File: src/rtl/useq_pkg.sv
package useq_pkg;

    localparam int ST_W    = 6;
    localparam int IR_W    = 32;
    localparam int OP_W    = 4;
    localparam int RIDX_W  = 4;
    localparam int CW_W    = 28;
    localparam int K0_IDX  = 12;
    localparam int OP_LSB  = IR_W - OP_W;
    localparam int RX_LSB  = OP_LSB - RIDX_W;
    localparam int RY_LSB  = RX_LSB - RIDX_W;
    localparam int RZ_LSB  = 0;

    typedef logic [ST_W-1:0] st_t;
    typedef logic [OP_W-1:0] op_t;

    typedef enum logic [1:0] {SEL_RX, SEL_RY, SEL_RZ, SEL_K0} rsel_e;
    typedef enum logic [1:0] {ALU_ADD, ALU_NAND, ALU_SUB, ALU_INC} alu_e;

    // field order follows the bit positions decoded by the datapath
    typedef struct packed {
        logic  int_ack;
        logic  dr_ie;
        logic  ld_ie;
        logic  chk_z;
        logic  op_test;
        alu_e  alu;
        rsel_e rsel;
        logic  wr_mem;
        logic  wr_reg;
        logic  ld_z;
        logic  ld_b;
        logic  ld_a;
        logic  ld_mar;
        logic  ld_ir;
        logic  ld_pc;
        logic  dr_off;
        logic  dr_pc;
        logic  dr_alu;
        logic  dr_mem;
        logic  dr_reg;
        st_t   nxt;
    } ctrl_t;

    localparam st_t S_F0     = st_t'(0);
    localparam st_t S_F1     = st_t'(1);
    localparam st_t S_F2     = st_t'(2);
    localparam st_t S_ADD_A  = st_t'(4);
    localparam st_t S_ADD_B  = st_t'(5);
    localparam st_t S_ADD_W  = st_t'(6);
    localparam st_t S_NAND_A = st_t'(7);
    localparam st_t S_NAND_B = st_t'(8);
    localparam st_t S_NAND_W = st_t'(9);
    localparam st_t S_ADDI_A = st_t'(10);
    localparam st_t S_ADDI_B = st_t'(11);
    localparam st_t S_ADDI_W = st_t'(12);
    localparam st_t S_LW_A   = st_t'(13);
    localparam st_t S_LW_B   = st_t'(14);
    localparam st_t S_LW_M   = st_t'(15);
    localparam st_t S_LW_W   = st_t'(16);
    localparam st_t S_SW_A   = st_t'(17);
    localparam st_t S_SW_B   = st_t'(18);
    localparam st_t S_SW_M   = st_t'(19);
    localparam st_t S_SW_W   = st_t'(20);
    localparam st_t S_BQ_A   = st_t'(21);
    localparam st_t S_BQ_B   = st_t'(22);
    localparam st_t S_BQ_C   = st_t'(23);
    localparam st_t S_BQ_T   = st_t'(24);
    localparam st_t S_BQ_O   = st_t'(25);
    localparam st_t S_BQ_J   = st_t'(26);
    localparam st_t S_JL_L   = st_t'(27);
    localparam st_t S_JL_J   = st_t'(28);
    localparam st_t S_HALT   = st_t'(29);
    localparam st_t S_EI     = st_t'(30);
    localparam st_t S_DI     = st_t'(31);
    localparam st_t S_RETI   = st_t'(32);
    localparam st_t S_IN_SV  = st_t'(33);
    localparam st_t S_IN_AK  = st_t'(34);
    localparam st_t S_IN_VC  = st_t'(35);

    // microstate whose successor comes from the interrupt table
    localparam st_t INT_CHECK_ST = S_F0;

    function automatic st_t dispatch_tab(input op_t op);
        case (op)
            4'h0:    return S_ADD_A;
            4'h1:    return S_NAND_A;
            4'h2:    return S_ADDI_A;
            4'h3:    return S_LW_A;
            4'h4:    return S_SW_A;
            4'h5:    return S_BQ_A;
            4'h6:    return S_JL_L;
            4'h7:    return S_HALT;
            4'hA:    return S_EI;
            4'hB:    return S_DI;
            4'hC:    return S_RETI;
            default: return S_F0;
        endcase
    endfunction

    function automatic st_t zero_tab(input logic [1:0] addr);
        case (addr)
            2'd1:    return S_BQ_O;
            default: return S_F0;
        endcase
    endfunction

    function automatic st_t int_tab(input logic [1:0] addr);
        case (addr)
            2'd0:    return S_F1;
            2'd1:    return S_IN_SV;
            default: return S_F0;
        endcase
    endfunction

endpackage

File: src/rtl/useq_store.sv
module useq_store
    import useq_pkg::*;
(
    input  st_t   st,
    output ctrl_t cw,
    output logic  ie_val
);

    always_comb begin
        cw     = '0;
        ie_val = 1'b0;
        cw.nxt = S_F0;
        case (st)
            S_F0: begin
                cw.dr_pc = 1'b1; cw.ld_mar = 1'b1; cw.ld_a = 1'b1; cw.nxt = S_F1;
            end
            S_F1: begin
                cw.dr_mem = 1'b1; cw.ld_ir = 1'b1; cw.nxt = S_F2;
            end
            S_F2: begin
                cw.dr_alu = 1'b1; cw.alu = ALU_INC; cw.ld_pc = 1'b1; cw.op_test = 1'b1;
            end
            S_ADD_A, S_NAND_A, S_ADDI_A, S_LW_A, S_SW_A: begin
                cw.dr_reg = 1'b1; cw.rsel = SEL_RY; cw.ld_a = 1'b1; cw.nxt = st + st_t'(1);
            end
            S_ADD_B, S_NAND_B: begin
                cw.dr_reg = 1'b1; cw.rsel = SEL_RZ; cw.ld_b = 1'b1; cw.nxt = st + st_t'(1);
            end
            S_ADDI_B, S_LW_B, S_SW_B: begin
                cw.dr_off = 1'b1; cw.ld_b = 1'b1; cw.nxt = st + st_t'(1);
            end
            S_ADD_W, S_ADDI_W: begin
                cw.dr_alu = 1'b1; cw.alu = ALU_ADD; cw.wr_reg = 1'b1; cw.rsel = SEL_RX;
            end
            S_NAND_W: begin
                cw.dr_alu = 1'b1; cw.alu = ALU_NAND; cw.wr_reg = 1'b1; cw.rsel = SEL_RX;
            end
            S_LW_M, S_SW_M: begin
                cw.dr_alu = 1'b1; cw.alu = ALU_ADD; cw.ld_mar = 1'b1; cw.nxt = st + st_t'(1);
            end
            S_LW_W: begin
                cw.dr_mem = 1'b1; cw.wr_reg = 1'b1; cw.rsel = SEL_RX;
            end
            S_SW_W: begin
                cw.dr_reg = 1'b1; cw.rsel = SEL_RX; cw.wr_mem = 1'b1;
            end
            S_BQ_A: begin
                cw.dr_reg = 1'b1; cw.rsel = SEL_RX; cw.ld_a = 1'b1; cw.nxt = S_BQ_B;
            end
            S_BQ_B: begin
                cw.dr_reg = 1'b1; cw.rsel = SEL_RY; cw.ld_b = 1'b1; cw.nxt = S_BQ_C;
            end
            S_BQ_C: begin
                cw.dr_alu = 1'b1; cw.alu = ALU_SUB; cw.ld_z = 1'b1; cw.nxt = S_BQ_T;
            end
            S_BQ_T: begin
                cw.dr_pc = 1'b1; cw.ld_a = 1'b1; cw.chk_z = 1'b1;
            end
            S_BQ_O: begin
                cw.dr_off = 1'b1; cw.ld_b = 1'b1; cw.nxt = S_BQ_J;
            end
            S_BQ_J: begin
                cw.dr_alu = 1'b1; cw.alu = ALU_ADD; cw.ld_pc = 1'b1;
            end
            S_JL_L: begin
                cw.dr_pc = 1'b1; cw.wr_reg = 1'b1; cw.rsel = SEL_RY; cw.nxt = S_JL_J;
            end
            S_JL_J: begin
                cw.dr_reg = 1'b1; cw.rsel = SEL_RX; cw.ld_pc = 1'b1;
            end
            S_HALT: begin
                cw.nxt = S_HALT;
            end
            S_EI: begin
                cw.ld_ie = 1'b1; ie_val = 1'b1;
            end
            S_DI: begin
                cw.ld_ie = 1'b1; ie_val = 1'b0;
            end
            S_RETI: begin
                cw.dr_reg = 1'b1; cw.rsel = SEL_K0; cw.ld_pc = 1'b1;
                cw.ld_ie  = 1'b1; ie_val  = 1'b1;
            end
            S_IN_SV: begin
                cw.dr_pc = 1'b1; cw.wr_reg = 1'b1; cw.rsel = SEL_K0;
                cw.ld_ie = 1'b1; ie_val    = 1'b0; cw.nxt = S_IN_AK;
            end
            S_IN_AK: begin
                cw.int_ack = 1'b1; cw.ld_mar = 1'b1; cw.nxt = S_IN_VC;
            end
            S_IN_VC: begin
                cw.dr_mem = 1'b1; cw.ld_pc = 1'b1;
            end
            default: begin
                cw.nxt = S_F0;
            end
        endcase
    end

endmodule

File: src/rtl/useq_next.sv
module useq_next
    import useq_pkg::*;
(
    input  st_t  st,
    input  st_t  nxt_field,
    input  logic op_test,
    input  logic chk_z,
    input  op_t  opcode,
    input  logic zero,
    input  logic int_cond,
    output st_t  nxt
);

    always_comb begin
        if (op_test)
            nxt = dispatch_tab(opcode);
        else if (chk_z)
            nxt = zero_tab({1'b0, zero});
        else if (st == INT_CHECK_ST)
            nxt = int_tab({1'b0, int_cond});
        else
            nxt = nxt_field;
    end

endmodule

File: src/rtl/useq_regsel.sv
module useq_regsel
    import useq_pkg::*;
(
    input  logic [RIDX_W-1:0] rx,
    input  logic [RIDX_W-1:0] ry,
    input  logic [RIDX_W-1:0] rz,
    input  rsel_e             sel,
    output logic [RIDX_W-1:0] idx
);

    always_comb begin
        case (sel)
            SEL_RX:  idx = rx;
            SEL_RY:  idx = ry;
            SEL_RZ:  idx = rz;
            default: idx = RIDX_W'(K0_IDX);
        endcase
    end

endmodule

File: src/rtl/useq_ctrl.sv
module useq_ctrl
    import useq_pkg::*;
(
    input  logic              clk,
    input  logic              rst,
    input  logic [IR_W-1:0]   ir_i,
    input  logic              zero_i,
    input  logic              irq_i,
    output logic [CW_W-1:0]   ctrl_o,
    output logic [RIDX_W-1:0] reg_idx_o,
    output logic              ie_o,
    output logic [ST_W-1:0]   state_o
);

    st_t   state_q;
    st_t   state_d;
    logic  ie_q;
    logic  ie_val;
    ctrl_t cw;
    logic  unused_ir_mid;

    assign unused_ir_mid = ^ir_i[RY_LSB-1:RZ_LSB+RIDX_W];

    useq_store u_store (
        .st     (state_q),
        .cw     (cw),
        .ie_val (ie_val)
    );

    useq_next u_next (
        .st        (state_q),
        .nxt_field (cw.nxt),
        .op_test   (cw.op_test),
        .chk_z     (cw.chk_z),
        .opcode    (ir_i[OP_LSB +: OP_W]),
        .zero      (zero_i),
        .int_cond  (ie_q & irq_i),
        .nxt       (state_d)
    );

    useq_regsel u_regsel (
        .rx  (ir_i[RX_LSB +: RIDX_W]),
        .ry  (ir_i[RY_LSB +: RIDX_W]),
        .rz  (ir_i[RZ_LSB +: RIDX_W]),
        .sel (cw.rsel),
        .idx (reg_idx_o)
    );

    always_ff @(posedge clk) begin
        if (rst) begin
            state_q <= S_F0;
            ie_q    <= 1'b0;
        end else begin
            state_q <= state_d;
            if (cw.ld_ie)
                ie_q <= ie_val;
        end
    end

    assign ctrl_o  = cw;
    assign ie_o    = ie_q;
    assign state_o = state_q;

endmodule

File: config.mk
export PLATFORM = sky130hd
export DESIGN_NAME = useq_ctrl
export DESIGN_NICKNAME = d
export VERILOG_FILES = /design/src/rtl/useq_pkg.sv /design/src/rtl/useq_store.sv /design/src/rtl/useq_next.sv /design/src/rtl/useq_regsel.sv /design/src/rtl/useq_ctrl.sv
export SDC_FILE = /design/constraint.sdc
export NUM_CORES = 1
export LEC_CHECK = 0
export BUFFER_PORTS_ARGS = -buffer_cell sky130_fd_sc_hd__buf_4
export CORE_AREA = 2 2 62 64
export CTS_CLUSTER_DIAMETER = 80
export DETAILED_ROUTE_END_ITERATION = 7
export DIE_AREA = 0 0 64 66
export PLACE_DENSITY = 0.88
export SLEW_MARGIN = 20
export SYNTH_ARGS = -nofsm -noshare
export SYNTH_HDL_FRONTEND = slang
export SYNTH_SLANG_ARGS = --single-unit
File: constraint.sdc
create_clock -name clk -period 5.5 [get_ports clk]
set_input_delay 1.1 -clock clk [delete_from_list [all_inputs] [get_ports clk]]
set_output_delay 1.1 -clock clk [all_outputs]
set_load 0.02 [all_outputs]
==> flow_summary.rst, run 1 <==
.. list-table::
   :header-rows: 1

   * - Metric
     - Value
   * - Count of pins on the block boundary
     - 75
   * - Overall power of the completed layout
     - 282 µW
   * - Final setup viols
     - 0
   * - Final Routed Wirelength
     - 4590 µm
   * - Startpoint-to-endpoint class of the critical path
     - register to output port
   * - Total congestion overflow after global routing
     - 0
   * - Compound-cell area share of the yosys netlist
     - 28.9%
   * - Share of synthesized area spent on multiplexers
     - 7.51%
   * - Largest fanout of any net on the critical path
     - 29
   * - Post-route worst hold slack
     - 0.469 ns
   * - Iteration-0 DRC Markers
     - 134
   * - Routed via count divided by cell count
     - 5.88
   * - Final setup TNS
     - 0 ns
   * - Max Clock Freq
     - 255 MHz
   * - Number of antenna violations at the first check in global routing
     - 0
   * - Chain of cells forming the critical path
     - nor2b_1 > a2bb2oi_1 > o31ai_2 > or2_1 > mux2i_1 > buf_4
   * - Antenna cell count
     - 0
   * - Hold_buf cts
     - 0
   * - Cell area after technology mapping
     - 0.00160 mm²
   * - Cells resized by post-CTS repair
     - 0
   * - CTS root buf
     - clkbuf_4
   * - Final period demand of the worst path
     - 3.92 ns
   * - Gp weighted congestion
     - 0.855
   * - Post-synthesis sequential element count
     - 7
   * - Unique masters post-synth
     - 64
   * - Async SR Flop Fraction
     - 0%
   * - Setup slack after placement
     - 1.88 ns
   * - Average footprint of a synthesized cell
     - 7.02 µm²
   * - Count of nets left with antenna violations after detail routing
     - 0
   * - Fraction of the cycle the final worst path needs
     - 71.3%
   * - Worst Setup Slack, final
     - 1.58 ns
   * - Die boundary width
     - 64 µm
   * - Average wire length per cell after detail routing
     - 14.7 µm
   * - EDFF count, synth
     - 0
   * - Biggest area contributors in the synthesized netlist
     - dfxtp_1 8.8%, mux2i_1 7.5%, ha_1 6.3%, nand2_1 4.9%, o21ai_0 4.7%
   * - Outcome
     - complete, no violations
   * - First-pass GRT wire length
     - 7490 µm
   * - Synthesized instance count
     - 228
   * - CTS clock-pin slew for the worst setup and hold paths
     - 0.05 ns
   * - H-tree lvl count
     - 1
   * - Clock latency reported for the late side of the worst-skew pair
     - 0.25 ns
   * - Final design instance area without fill
     - 0.00196 mm²
   * - Nets
     - 310
   * - Largest family of logic cells by synthesized area
     - simple AND/OR/NAND/NOR gates
   * - Internal power consumption
     - 154 µW
   * - Max-cap violation count
     - 0
   * - Overall die height
     - 66 µm
   * - P per Cell Area
     - 144 mW/mm²
   * - Post-place instance area
     - 0.00193 mm²
   * - Top-area cell type share of the netlist area
     - 8.76%
   * - Tot GR Track Use
     - 21.8%
   * - Pin count of the biggest net entering global routing
     - 30
   * - Area delta synth->final
     - 22.4%
   * - Total nets after synthesis
     - 272
   * - Standard cell with the maximum stage delay on the critical path
     - dfxtp_1
   * - Peak supply drop
     - 0.000126 V
   * - Synth Flop Type
     - dfxtp_1
   * - Core occupancy in the finished layout
     - 55.1%
   * - Combinational cell fraction of total power
     - 62.3%
   * - Hold Crit Class
     - register to register
   * - Remaining DRCs
     - 0
   * - Count of buffer and inverter cells on the critical path
     - 1
   * - Unrepaired setup endpoints after global routing
     - false
   * - Adder-cell share of the synthesized area
     - 6.25%
   * - Die ar.
     - 0.00422 mm²
   * - Number of standard-cell rows in the floorplan
     - 22
   * - Yosys top cell by area
     - dfxtp_1
   * - Total clock buffers created by CTS
     - 3
   * - Most numerous cell in the Yosys netlist
     - nand2_1
   * - Final Slew Violations
     - 0
   * - IO Port Bufs
     - 57
   * - Iteration count of the initial detailed-routing pass
     - 5
   * - Post-route clock skew
     - 0.00544 ns
   * - Setup crit end kind
     - output port
   * - Switch Pwr
     - 128 µW
   * - Leakage Power
     - 0.929 nW
   * - Least-Margin Pin Slew
     - 1.01 ns
   * - Count of final hold-check violations
     - 0
   * - Effective utilization at floorplan
     - 45.1%
   * - Final cell count without fillers
     - 313
   * - Final HPWL DP
     - 3420 µm
   * - Buffers from clock root to sink, at most
     - 2
   * - Sequential share of power
     - 21.1%
   * - Vias in the first global route
     - 1,635
   * - Remaining max-slew budget at the tightest pin
     - 32.4%
   * - Required time of the worst setup path
     - 4.40 ns
   * - Number of setup buffers added after CTS
     - 0
   * - Maximum single-stage delay on the critical path
     - 0.97 ns
   * - Cell total after placement
     - 309
   * - Sequential element share of the synthesized area
     - 8.76%
   * - Part of the power in the clock network
     - 16.6%
   * - Synth Area in XOR/XNOR
     - 2.19%
   * - Largest delay contributor family on the critical path
     - flip-flops
   * - Commonest cells in the synthesized netlist
     - 21 x nand2_1, 15 x o21ai_0, 14 x inv_1, 14 x nor2_1, 13 x a21oi_1
   * - # fillers
     - 343
   * - Worst path arrival time
     - 2.82 ns
   * - Clock tree sinks
     - 7
   * - Switching power share of the total
     - 45.5%
   * - Proportion of layout cells with a drive suffix above 1
     - 28.3%
   * - Simple-gate share of the synthesized area
     - 32.4%
   * - Warnings from Yosys
     - 0
   * - Total via count in the routed design
     - 1,842
   * - Standard cell core area
     - 0.00355 mm²
   * - TritonCTS clock tree
     - done
   * - Startpoint Class
     - register
[logic make-up after synthesis]
family | Yosys count
compound gates | 66
mux | 12
flops | 7
xor+xnor | 4
fa+ha+maj | 8
simple gates | 90
buf+inv | 40
other cells | 1
[path summary, 6_finish.rpt]
| check | slack [ns] | depth (start not counted) | start | endpoint |
|---|---|---|---|---|
| setup reg to reg | 2.98 | 5 | state_o[2] | state_o[3] |
| hold reg to reg | 0.47 | 2 | ie_o | ie_o |
| hold / removal | 0.47 | 2 | ie_o | ie_o |
| setup / recovery | 1.58 | 6 | state_o[4] | reg_idx_o[0] |
[layout make-up]
| cell class | instances | area (µm²) | share of cell area (%) |
|---|---|---|---|
| multi-input cells | 181 | 1240 | 63.3 |
| well taps | 48 | 60.1 | 3.07 |
| repair buffers | 58 | 435 | 22.2 |
| flip-flops and latches | 7 | 140 | 7.16 |
| inverters | 15 | 56.3 | 2.88 |
| clock buffers | 4 | 26.3 | 1.34 |
[cells in the final DEF, fill, tap and decap left out, types with 4 or more instances in the layout]
cell / instances
nand2b_1: 8
nor2b_1: 7
nor3_1: 4
inv_1: 14
o21ai_0: 15
nand3_1: 4
nor2_1: 14
o21ai_1: 4
ha_1: 8
and3_1: 5
mux2i_1: 12
buf_4: 58
dfxtp_1: 7
a21oi_1: 13
a31oi_1: 7
nand2_1: 21
[worst register-to-register path: cells and delay by family (launching register included)]
kind | cells | cell delay [ns]
and+or+nand+nor | 2 | 0.86
DFF | 1 | 0.98
AOI/OAI and AO/OA | 3 | 0.57
[power groups by stage]
stage                     Sequential, mW  Clock (mW)  Combinational (mW)
after floorplan                   0.0607           0               0.114
after global placement            0.0603           0               0.172
after detailed placement          0.0606           0               0.176
after CTS                         0.0595      0.0474               0.176
after global routing              0.0602      0.0500               0.191
final                             0.0596      0.0468               0.176
[flip-flops by register name, indices dropped and copies added (netlist names)]
name	cells
ie_o	1
state_o	6
[layer usage]
metal,share of wire [%],track usage (%),up-vias
met5,0,0,-
met4,1.1,6.52,0
met3,12,4.60,7
met2,48,36.5,108
met1,39,27.9,831
li1,-,-,896
(Power assumes the default switching activity.)
==> run 2, diff against run 1 <==
==> constraint.sdc (replaced) <==
create_clock -name clk -period 3.8 [get_ports clk]
set_input_delay 0.76 -clock clk [delete_from_list [all_inputs] [get_ports clk]]
set_output_delay 0.76 -clock clk [all_outputs]
set_load 0.02 [all_outputs]
==> flow_summary.rst, run 2 (synthesis results as in run 1) <==
.. list-table::
   :header-rows: 1

   * - Metric
     - Value
   * - Post-route clock skew
     - 0.00128 ns (-0.00417 ns)
   * - Leakage Power
     - 0.961 nW (+3.5%)
   * - Pin count of the biggest net entering global routing
     - 26 (-13%)
   * - Most frequent cells in the layout
     - 64 x buf_4, 21 x nand2_1, 15 x o21ai_0
   * - Count of final hold-check violations
     - 0 (unchanged)
   * - Tot GR Track Use
     - 21.9% (+0.096 points)
   * - Reg-to-reg critical path startpoint
     - state_o[0]
   * - Unrepaired setup endpoints after global routing
     - false
   * - Number of standard-cell rows in the floorplan
     - 22 (unchanged)
   * - Antenna cell count
     - 0 (unchanged)
   * - Average wire length per cell after detail routing
     - 14.7 µm (about the same)
   * - Final HPWL DP
     - 3560 µm (+3.9%)
   * - IO Port Bufs
     - 57 (unchanged)
   * - Startpoint Class
     - register
   * - H-tree lvl count
     - 1 (unchanged)
   * - Gp weighted congestion
     - 0.870 (+1.7%)
   * - P per Cell Area
     - 207 mW/mm² (+43%)
   * - Final setup viols
     - 0 (unchanged)
   * - Total clock buffers created by CTS
     - 3 (unchanged)
   * - CTS root buf
     - clkbuf_4
   * - Setup crit end kind
     - output port
   * - Clock tree sinks
     - 7 (unchanged)
   * - Standard cell core area
     - 0.00355 mm² (unchanged)
   * - Remaining DRCs
     - 0 (unchanged)
   * - Cell count of the worst reg-to-reg path
     - 7 (+2)
   * - Hold Path End
     - ie_o
   * - End of the worst register-to-register path
     - state_o[3]
   * - Count of pins on the block boundary
     - 75 (unchanged)
   * - Final Slew Violations
     - 0 (unchanged)
   * - Vias in the first global route
     - 1,644 (+0.55%)
   * - Hold_buf cts
     - 0 (unchanged)
   * - Hold Crit Class
     - register to register
   * - Number of setup buffers added after CTS
     - 0 (unchanged)
   * - Overall power of the completed layout
     - 414 µW (+47%)
   * - Final Routed Wirelength
     - 4680 µm (+1.9%)
   * - Iteration count of the initial detailed-routing pass
     - 4 (-1)
   * - Count of nets left with antenna violations after detail routing
     - 0 (unchanged)
   * - Least-Margin Pin Slew
     - 0.666 ns (-0.347 ns)
   * - First-pass GRT wire length
     - 7420 µm (-0.83%)
   * - # fillers
     - 358 (+4.4%)
   * - Final period demand of the worst path
     - 3.30 ns
   * - Core occupancy in the finished layout
     - 56.4% (+1.3 points)
   * - CTS clock-pin slew for the worst setup and hold paths
     - 0.05 ns (about the same)
   * - Iteration-0 DRC Markers
     - 100 (-25%)
   * - Worst Setup Slack, final
     - 0.501 ns (-1.08 ns)
   * - Die boundary width
     - 64 µm (unchanged)
   * - TritonCTS clock tree
     - done
   * - Peak supply drop
     - 0.000181 V (+43%)
   * - Max-cap violation count
     - 0 (unchanged)
   * - Total via count in the routed design
     - 1,868 (+1.4%)
   * - Remaining max-slew budget at the tightest pin
     - 55.5% (+23 points)
   * - Startpoint-to-endpoint class of the critical path
     - register to output port
   * - Required time of the worst setup path
     - 3.04 ns (-1.36 ns)
   * - Routed via count divided by cell count
     - 5.86 (-0.50%)
   * - Cells resized by post-CTS repair
     - 0 (unchanged)
   * - Clock latency reported for the late side of the worst-skew pair
     - 0.25 ns (about the same)
   * - Setup slack on the worst flop-to-flop path
     - 1.47 ns (-1.51 ns)
   * - Most common cell after layout, fill and taps aside
     - buf_4
   * - Area delta synth->final
     - 25.2%
   * - Overall die height
     - 66 µm (unchanged)
   * - Cell count of the worst hold path
     - 2 (unchanged)
   * - Die ar.
     - 0.00422 mm² (unchanged)
   * - Nets
     - 316 (+1.9%)
   * - Largest fanout of any net on the critical path
     - 12 (-59%)
   * - Fraction of the cycle the final worst path needs
     - 86.8%
   * - Number of antenna violations at the first check in global routing
     - 0 (unchanged)
   * - Proportion of layout cells with a drive suffix above 1
     - 29.9% (+1.6 points)
   * - Effective utilization at floorplan
     - 45.1% (unchanged)
   * - Buffers from clock root to sink, at most
     - 2 (unchanged)
   * - Min-delay src
     - ie_o
   * - Max Clock Freq
     - 303 MHz
   * - Final setup TNS
     - 0 ns (unchanged)
   * - Worst path arrival time
     - 2.54 ns (-0.28 ns)
   * - Outcome
     - complete, no violations
   * - Setup slack after placement
     - 0.760 ns (-1.12 ns)
   * - Total congestion overflow after global routing
     - 0 (unchanged)
   * - Max FFs per register
     - 6 (unchanged)
run 2: how the worst max path moves through the flow:
stage	end	from	slack [ns]
floorplan	ctrl_o[21]	state_o[0]	0.75
global placement	reg_idx_o[3]	state_o[0]	0.81
detailed placement	reg_idx_o[0]	state_o[0]	0.76
CTS	reg_idx_o[0]	state_o[0]	0.48
global route	reg_idx_o[3]	state_o[0]	0.29
finish	reg_idx_o[0]	state_o[0]	0.50
run 2: layout make-up:
| type | count | area (µm²) | area share [%] |
|---|---|---|---|
| sequential | 7 | 140 | 7.00 |
| multi-input combinational | 181 | 1240 | 61.9 |
| clock buffer | 4 | 26.3 | 1.31 |
| timing repair buffer | 64 | 480 | 24.0 |
| inverter | 15 | 56.3 | 2.81 |
| tap | 48 | 60.1 | 3.00 |
run 2: stage by stage:
stage,std cells,hold WS (ns),cell area [µm²]
5_1_grt,319,0.500,2000
4_1_cts,319,0.469,2000
3_3_place_gp,315,0.458,1980
6_report,319,0.464,2000
2_1_floorplan,228,0.534,1600
3_5_place_dp,315,0.464,1980
run 2: critical path, stage by stage (launching register included):
cell,delay (ns)
dfxtp_1,0.34
inv_1,0.12
ha_1,0.45
nor2b_2,0.28
a22oi_2,0.13
nor3_4,0.46
mux2i_1,0.26
mux2i_1,0.09
buf_4,0.16
run 2: layer usage:
metal | global-route usage (%) | part of all wire [%]
met1 | 26.5 | 41
met2 | 38.8 | 47
met3 | 4.77 | 11
met4 | 5.71 | 0.79
met5 | 0 | 0
run 2: report_power, final:
part	internal [mW]	leakage (nW)	switching [mW]	total (mW)
sequential	0.0776	0.0569	0.00693	0.0845
clock	0.0400	0.0150	0.0265	0.0665
combinational	0.109	0.889	0.154	0.263
total	0.226	0.961	0.188	0.414
